===== src/rtl/frame_tx_pkg.sv =====
package frame_tx_pkg;
  typedef enum logic [2:0] {
    ST_IDLE  = 3'd0,
    ST_START = 3'd1,
    ST_DATA  = 3'd2,
    ST_EXTRA = 3'd3,
    ST_STOP  = 3'd4
  } tx_state_e;

  typedef enum logic [1:0] {
    XB_NONE   = 2'b00,
    XB_PARITY = 2'b01,
    XB_MPFLAG = 2'b10,
    XB_NONE2  = 2'b11
  } xbit_mode_e;

  typedef struct packed {
    logic       seven;
    xbit_mode_e extra;
    logic       odd;
    logic       two_stop;
  } frame_cfg_t;
endpackage


===== src/rtl/tx_holdreg.sv =====
module tx_holdreg #(
  parameter int DATA_W = 8
) (
  input  logic              clk,
  input  logic              rst_n,
  input  logic              wr_en,
  input  logic [DATA_W-1:0] wr_data,
  input  logic              wr_mp,
  input  logic              take,
  input  logic              done,
  output logic [DATA_W-1:0] hold_data,
  output logic              hold_mp,
  output logic              empty,
  output logic              tx_end
);
  logic [DATA_W-1:0] data_q, data_d;
  logic              mp_q, mp_d;
  logic              empty_q, empty_d;
  logic              end_q, end_d;

  always_comb begin
    data_d  = data_q;
    mp_d    = mp_q;
    empty_d = empty_q;
    end_d   = end_q;
    if (take) empty_d = 1'b1;
    if (done) end_d   = 1'b1;
    if (wr_en) begin
      data_d  = wr_data;
      mp_d    = wr_mp;
      empty_d = 1'b0;
      end_d   = 1'b0;
    end
  end

  always_ff @(posedge clk or negedge rst_n) begin
    if (!rst_n) begin
      data_q  <= '0;
      mp_q    <= 1'b0;
      empty_q <= 1'b1;
      end_q   <= 1'b1;
    end else begin
      data_q  <= data_d;
      mp_q    <= mp_d;
      empty_q <= empty_d;
      end_q   <= end_d;
    end
  end

  assign hold_data = data_q;
  assign hold_mp   = mp_q;
  assign empty     = empty_q;
  assign tx_end    = end_q;
endmodule


===== src/rtl/tx_shifter.sv =====
module tx_shifter
  import frame_tx_pkg::*;
#(
  parameter int DATA_W = 8
) (
  input  logic              clk,
  input  logic              rst_n,
  input  logic              tick,
  input  logic              have_data,
  input  logic [DATA_W-1:0] hold_data,
  input  logic              hold_mp,
  input  frame_cfg_t        cfg_in,
  output logic              take,
  output logic              done,
  output logic              txd
);
  localparam int CNT_W = (DATA_W > 2) ? $clog2(DATA_W) : 1;
  localparam logic [CNT_W-1:0] LAST_LONG  = CNT_W'(DATA_W - 1);
  localparam logic [CNT_W-1:0] LAST_SHORT = CNT_W'(DATA_W - 2);

  tx_state_e         state_q, state_d;
  logic [CNT_W-1:0]  cnt_q, cnt_d;
  logic [DATA_W-1:0] sh_q, sh_d;
  frame_cfg_t        cfg_q, cfg_d;
  logic              xbit_q, xbit_d;
  logic              has_extra;
  logic [CNT_W-1:0]  data_last;
  logic [CNT_W-1:0]  stop_last;
  logic [DATA_W-1:0] in_mask;

  assign has_extra = (cfg_q.extra == XB_PARITY) || (cfg_q.extra == XB_MPFLAG);
  assign data_last = cfg_q.seven ? LAST_SHORT : LAST_LONG;
  assign stop_last = cfg_q.two_stop ? CNT_W'(1) : CNT_W'(0);
  assign in_mask   = cfg_in.seven ? {1'b0, {(DATA_W-1){1'b1}}} : {DATA_W{1'b1}};

  always_comb begin
    state_d = state_q;
    cnt_d   = cnt_q;
    sh_d    = sh_q;
    cfg_d   = cfg_q;
    xbit_d  = xbit_q;
    take    = 1'b0;
    done    = 1'b0;
    if (tick) begin
      unique case (state_q)
        ST_IDLE: begin
          if (have_data) take = 1'b1;
        end
        ST_START: begin
          state_d = ST_DATA;
          cnt_d   = '0;
        end
        ST_DATA: begin
          sh_d = sh_q >> 1;
          if (cnt_q == data_last) begin
            state_d = has_extra ? ST_EXTRA : ST_STOP;
            cnt_d   = '0;
          end else begin
            cnt_d = cnt_q + CNT_W'(1);
          end
        end
        ST_EXTRA: begin
          state_d = ST_STOP;
          cnt_d   = '0;
        end
        ST_STOP: begin
          if (cnt_q == stop_last) begin
            if (have_data) begin
              take = 1'b1;
            end else begin
              done    = 1'b1;
              state_d = ST_IDLE;
            end
          end else begin
            cnt_d = cnt_q + CNT_W'(1);
          end
        end
        default: state_d = ST_IDLE;
      endcase
    end
    if (take) begin
      state_d = ST_START;
      cnt_d   = '0;
      sh_d    = hold_data;
      cfg_d   = cfg_in;
      xbit_d  = (cfg_in.extra == XB_MPFLAG) ? hold_mp
                                            : ((^(hold_data & in_mask)) ^ cfg_in.odd);
    end
  end

  always_ff @(posedge clk or negedge rst_n) begin
    if (!rst_n) begin
      state_q <= ST_IDLE;
      cnt_q   <= '0;
      sh_q    <= '0;
      cfg_q   <= '0;
      xbit_q  <= 1'b0;
    end else begin
      state_q <= state_d;
      cnt_q   <= cnt_d;
      sh_q    <= sh_d;
      cfg_q   <= cfg_d;
      xbit_q  <= xbit_d;
    end
  end

  always_comb begin
    unique case (state_q)
      ST_START: txd = 1'b0;
      ST_DATA:  txd = sh_q[0];
      ST_EXTRA: txd = xbit_q;
      default:  txd = 1'b1;
    endcase
  end
endmodule


===== src/rtl/frame_tx.sv =====
module frame_tx
  import frame_tx_pkg::*;
#(
  parameter int DATA_W = 8,
  parameter int SYNC_STAGES = 2
) (
  input  logic              clk,
  input  logic              rst_n,
  input  logic              baud_tick,
  input  logic              wr_en,
  input  logic [DATA_W-1:0] wr_data,
  input  logic              wr_mp,
  input  logic              cfg_seven,
  input  logic [1:0]        cfg_extra,
  input  logic              cfg_odd,
  input  logic              cfg_two_stop,
  input  logic              ie_empty,
  input  logic              ie_end,
  output logic              txd,
  output logic              empty_flag,
  output logic              end_flag,
  output logic              irq_empty,
  output logic              irq_end
);
  logic [SYNC_STAGES-1:0] rst_pipe_q;
  logic                   rst_core_n;

  always_ff @(posedge clk or negedge rst_n) begin
    if (!rst_n) rst_pipe_q <= '0;
    else        rst_pipe_q <= {rst_pipe_q[SYNC_STAGES-2:0], 1'b1};
  end
  assign rst_core_n = rst_pipe_q[SYNC_STAGES-1];

  frame_cfg_t        cfg_in;
  logic [DATA_W-1:0] hold_data;
  logic              hold_mp;
  logic              take, done;

  assign cfg_in.seven    = cfg_seven;
  assign cfg_in.extra    = xbit_mode_e'(cfg_extra);
  assign cfg_in.odd      = cfg_odd;
  assign cfg_in.two_stop = cfg_two_stop;

  tx_holdreg #(.DATA_W(DATA_W)) u_hold (
    .clk       (clk),
    .rst_n     (rst_core_n),
    .wr_en     (wr_en),
    .wr_data   (wr_data),
    .wr_mp     (wr_mp),
    .take      (take),
    .done      (done),
    .hold_data (hold_data),
    .hold_mp   (hold_mp),
    .empty     (empty_flag),
    .tx_end    (end_flag)
  );

  tx_shifter #(.DATA_W(DATA_W)) u_shift (
    .clk       (clk),
    .rst_n     (rst_core_n),
    .tick      (baud_tick),
    .have_data (!empty_flag),
    .hold_data (hold_data),
    .hold_mp   (hold_mp),
    .cfg_in    (cfg_in),
    .take      (take),
    .done      (done),
    .txd       (txd)
  );

  assign irq_empty = ie_empty & empty_flag;
  assign irq_end   = ie_end & end_flag;
endmodule


===== config.mk =====
export PLATFORM = sky130hd
export DESIGN_NAME = frame_tx
export DESIGN_NICKNAME = d
export VERILOG_FILES = /design/src/rtl/frame_tx_pkg.sv /design/src/rtl/tx_holdreg.sv /design/src/rtl/tx_shifter.sv /design/src/rtl/frame_tx.sv
export SDC_FILE = /design/constraint.sdc
export NUM_CORES = 1
export LEC_CHECK = 0
export ABC_AREA = 1
export CORE_MARGIN = 2
export CORE_UTILIZATION = 55
export DETAILED_ROUTE_END_ITERATION = 8
export DONT_BUFFER_PORTS = 1
export PLACE_DENSITY = 0.7
export SLEW_MARGIN = 20
export SYNTH_ARGS = -nofsm -noshare
export SYNTH_HDL_FRONTEND = slang
export SYNTH_SLANG_ARGS = --single-unit

===== constraint.sdc =====
create_clock -name clk -period 1.43 [get_ports clk]
set_clock_uncertainty 0.15 [all_clocks]
set_input_delay 0.0715 -clock clk [delete_from_list [all_inputs] [get_ports clk]]
set_output_delay 0.0715 -clock clk [all_outputs]
set_load 0.01 [all_outputs]

Word level (Yosys, flattened, before mapping)
Index checks and enable logic that the tools add are counted.

word-level totals
  bits in registers = 32
  bits of input ports = 20
  output and inout port bits = 5
  word-level logic and storage cells = 75

operators by class
  add/subtract/negate cells = 1
  equality and inequality tests = 14
  muxes and demuxes = 32
  bitwise gates (word level) = 4
  reductions and logical operators = 12

operators with widths
  operator                                                         count
  8-bit two-way mux                                                4
  3-bit two-way mux                                                10
  3-bit case mux with 5 select lines                               1
  1-bit two-way mux                                                14
  3-bit case mux with 3 select lines                               1
  8-bit bitwise AND                                                1
  2-bit nonzero test                                               4
  8-bit XOR reduction                                              1
  3-bit by 2-bit == test with 1-bit output, second input constant  2
  3-bit == test                                                    2
  3-bit by 2-bit != test with 1-bit output, second input constant  2
  3-bit != test, second input constant                             2
  5-bit AND reduction                                              1
  2-bit == test, second input constant                             2
  4-bit nonzero test                                               1
  3-bit by 1-bit adder with 3-bit output, second input constant    1
  3-bit by 1-bit == test with 1-bit output, second input constant  1
  3-bit == test, second input constant                             1
  3-bit logical NOT                                                1
  1-bit case mux with 3 select lines                               1
  3-bit AND reduction                                              1
  1-bit bitwise AND                                                2
  2-bit by 1-bit == test with 1-bit output, second input constant  1
  2-bit != test, second input constant                             1
  other kinds (5)                                                  5

Longest topological paths before layout
  depth in word-level cells = 7
  depth in mapped cells = 11
  depth with buffers taken out = 10

Modules after synthesis
Synthesis repeated with hierarchy kept, for this count alone.

second synthesis, totals
  cell total of the unflattened synthesis = 237
  area total of the unflattened synthesis = 1751.7 µm²

by module, submodules not included
  module      times used  cells an instance  area each (µm²)  seq. area each (µm²)
  tx_shifter  1           185                1270.0           475.5
  tx_holdreg  1           44                 409.1            277.8
  frame_tx    1           8                  72.6             50.0

Least setup slack after synthesis
OpenSTA, ideal clock, no wires.

  kind = register -> register
  start point = reg u_shift.cnt_q[0]
  end point = reg u_shift.sh_q[2]
  library setup time = 0.126 ns
  arrival = 1.216 ns
  required time = 1.154 ns
  path slack = -0.062 ns
  cell stages (with the launch flop) = 10
  buffers on the path = 1
  period minus slack after synthesis = 1.492 ns
  cells stage by stage = dfrtp_1 -> inv_2 -> nor2_1 -> nor2_1 -> nand2_1 -> nand2_2 -> nand2_4 -> a21oi_4 -> buf_6 -> o21ai_0

between the ends
  longest elaborated chain between the ends = 6
  elaborated cells on any way between the ends = 8
  classes of those cells = eq/ne: 1; mux: 4; reduce/logical: 3

RTL lines
  element                                 line               RTL
  from (decl)                             tx_shifter.sv:22   logic [CNT_W-1:0] cnt_q, cnt_d;
  from (signal assigned)                  tx_shifter.sv:100  cnt_q <= cnt_d;
  3-bit == test (*)                       tx_shifter.sv:67   if (cnt_q == stop_last) begin
  1-bit two-way mux (*)                   tx_shifter.sv:67
  1-bit case mux with 2 select lines (*)  tx_shifter.sv:45   unique case (state_q)
  1-bit two-way mux (*)                   tx_shifter.sv:44   if (tick) begin
  2-bit nonzero test (no source line)     -
  2-bit AND reduction (no source line)    -
  to (signal assigned)                    tx_shifter.sv:95   sh_q <= '0;
  to (signal assigned)                    tx_shifter.sv:101  sh_q <= sh_d;
  to (decl)                               tx_shifter.sv:23   logic [DATA_W-1:0] sh_q, sh_d;

Every way passes the cells marked *; elsewhere a longest branch is shown, timed or not.
A chain may end at the register's enable or synchronous reset.

Final worst setup path
  start point = reg u_shift.cnt_q[0]
  end point = reg u_shift.cnt_q[0]

between the ends
  longest elaborated chain between the ends = 6
  elaborated cells on any way between the ends = 15
  classes of those cells = add/sub: 1; eq/ne: 3; mux: 8; reduce/logical: 3

RTL lines
  element                                                       line
  3-bit == test                                                 tx_shifter.sv:67
  1-bit two-way mux                                             tx_shifter.sv:67
  1-bit case mux with 2 select lines                            tx_shifter.sv:45
  1-bit two-way mux                                             tx_shifter.sv:44
  3-bit != test (no source line), or another cell as far along  -
  3-bit AND reduction (no source line)                          -

Parallel ways exist; a longest one is shown, timed or not. The select of a mux whose other input is x is not followed.

==> impl_metrics.toml <==
[global_route]
antenna_found_initial = 0
grt_util_all_layers = 0.248
overflow = 0
first_global_vias = 1489
grt_start_max_net_pins = 31
grt_pass1_wl_um = 6400

[worst_setup_path]
crit_path_end_kind = "flop"
cp.required_ns = 1.56
critPathMaxFanout = 3
crit_type = "flop to flop"
start_kind = "flop"
arrival_ns = 1.80
regToRegSetupSlack_ns = -0.24

[logic_synthesis]
yosys.area.top_type = "dfrtp_1"
syn_avg_cell_area_um2 = 7.56
synth_area_leaders = "dfrtp_1 (45%), nand2_1 (16%), o21ai_0 (8.0%), inv_1 (7.6%), nand3_1 (3.6%)"
ys_types = 30
synth_fp_nets = 244
ys_warn_count = 0
syn-cell-area_mm2 = 0.00169
synth_seq_area_share = 0.477
synth_seq_cells = 32
netlist.area_leader.share = 0.445
async_flop_share = 1.00
synth-edff-count = 0
synth_flop_cell = "dfrtp_1"
syn-instance-count = 223
synth_commonest_cells = "nand2_1 (70), inv_1 (34), dfrtp_1 (30)"
synth.most_common_cell = "nand2_1"

[die]
ios = 25
rows = 20
coreArea_mm2 = 0.00298
start_util = 0.566
die_w_um = 59.4
dieArea_mm2 = 0.00352
dieHeight_um = 59.4

[clock_tree]
cts.sinks = 32
cts-root-buf = "clkbuf_4"
clk_pin_slew_ns = 0.10
clock_path_buffers = 2
cts_tree = "done"
htreeDepth = 2
clk_latency_ns = 0.33
cts_buffers = 5

[finish]
stdcell_count = 308
nets = 296
antennaDiodeCount = 0
area_delta_synth_final_pct = 38.7
drive_above_1_share = 0.276

[sta]
final-max-slew-violation-count = 0
finalCritPeriodShare = 1.17
worst_pin_slew_ns = 0.556
fin_ws_ns = -0.240
fmax_ghz = 0.599
rsz0062_at_grt = "yes"
whs_ns = 0.0587
hold_violations = 0
setup_viol = 21
slew-limit-headroom = 0.628
period_needed_ns = 1.67

[drt]
drt-total-wl_um = 4010
drc = 0
initialDrtViolationCount = 64
drt-pass1-iter-count = 4
ant_nets = 0
vias_per_cell = 5.18
wl_per_cell_um = 13.0
num_vias = 1596

[placed_design]
place_congestion = 0.939
dp_hpwl_um = 2570
dp_cells = 272
port_buffers = 0

[pwr]
peakVddDrop_v = 0.000975
leakagePower_nw = 1.16
power_density_mw_per_mm2 = 1870

[flow_run]
drv_cap = 0

[hold_path]
hold_path.class = "primary input to flop"

[status]
violations = "setup timing"
outcome = "finished, violations left"
cell families (layout without fill, tap and decap cells):
kind of cell | count (synthesis) | count (layout) | share of synthesized area
buffers and inverters | 41 | 92 | 0.0987
XOR/XNOR | 2 | 2 | 0.0104
AND/OR/NAND/NOR | 104 | 105 | 0.262
flip-flops | 32 | 32 | 0.477
AO/OA/AOI/OAI | 42 | 42 | 0.143
adder cells (fa/ha/maj) | 1 | 1 | 0.00742
other | 1 | 1 | 0.00223
per-layer routing:
metal  up-vias  wire, µm  track usage
met1       733      1610        0.296
li1        802         -            -
met5         -         0            0
met3        13       208       0.0721
met4         0       103       0.0877
met2        48      2090        0.424
layout make-up:
class	instances	area (µm²)
Tap cell	33	41.3
Sequential cell	32	805
Clock buffer	7	65.1
Timing Repair Buffer	49	468
Fill cell	200	641
Multi-Input combinational cell	151	818
Inverter	36	140
where the power goes:
group,internal [W],switching [W],total [W]
clock,0.000279,0.000293,0.000572
sequential,0.00119,0.000202,0.00139
combinational,0.00115,0.00127,0.00241
total,0.00262,0.00176,0.00438
cell usage in the layout (no fill, tap or decap), types with 2 or more instances in the layout:
cell type and count:
inv_2 5, o21ai_2 5, a21oi_1 3, clkbuf_8 2, nand3_1 10, dlygate4sd3_1 18
a21oi_4 2, nand2_1 63, nor2_2 2, nand4_1 2, a21oi_2 2, xnor2_1 2
nand3_2 2, nor2_1 13, nand2_4 3, inv_4 2, buf_12 2, nand2_2 7
o21ai_0 13, o21ai_1 13, dfrtp_1 29, nor3_4 2, buf_4 21, clkbuf_4 5
inv_1 29, buf_6 8, dfstp_2 2
flip-flops by register name (all words and copies together), names as in the netlist:
signal,flops
rst_pipe_q,2
u_hold.hold_data,8
u_shift.cfg_q,4
u_shift.xbit_q,1
u_hold.empty,1
u_shift.state_q,3
u_shift.cnt_q,3
u_hold.tx_end,1
u_shift.sh_q,8
u_hold.hold_mp,1
worst max-delay path, stage by stage (launching register included):
cell and delay, ns:
dfrtp_1 0.41, buf_6 0.12, buf_6 0.11, or2_4 0.21, nand4_1 0.10, buf_4 0.13, o21ai_2 0.06, nor2_1 0.16
nand3_2 0.10, nand2_1 0.07
per-stage QoR:
| stage | setup WS (ns) | setup TNS, ns | area, µm² | util | total power (W) |
|---|---|---|---|---|---|
| 4_1_cts | -0.187 | -2.36 | 2220 | 0.747 | 0.00402 |
| 3_5_place_dp | -0.137 | -1.64 | 1880 | 0.631 | 0.00312 |
| 2_1_floorplan | -0.0617 | -0.544 | 1690 | - | 0.00249 |
| 6_report | -0.240 | -3.02 | 2340 | 0.785 | 0.00438 |
| 5_1_grt | -0.308 | -4.99 | 2340 | 0.785 | 0.00469 |
| 3_3_place_gp | -0.138 | -1.14 | 1880 | 0.631 | 0.00305 |
timing repair:
item	in CTS	in global routing
gates resized for setup	28	26
hold buffers	18	0
endpoints found under the setup margin	19	23
buffers inserted	4	6
cloned	1	0
pin swaps	6	11
hold endpoints to repair	18	0
path summary, 6_finish.rpt:
path,startpoint,endpoint,depth (start not counted)
min in group asynchronous,rst_pipe_q[1],u_shift.cnt_q[0],1
max reg2reg,u_shift.cnt_q[0],u_shift.cnt_q[0],9
max,u_shift.cnt_q[0],u_shift.cnt_q[0],9
min reg2reg,rst_pipe_q[1],u_shift.cnt_q[0],1
min,cfg_odd,u_shift.xbit_q,7
max in group asynchronous,rst_n,rst_pipe_q[0],2
Note: power is estimated with default switching activity, not from simulation.
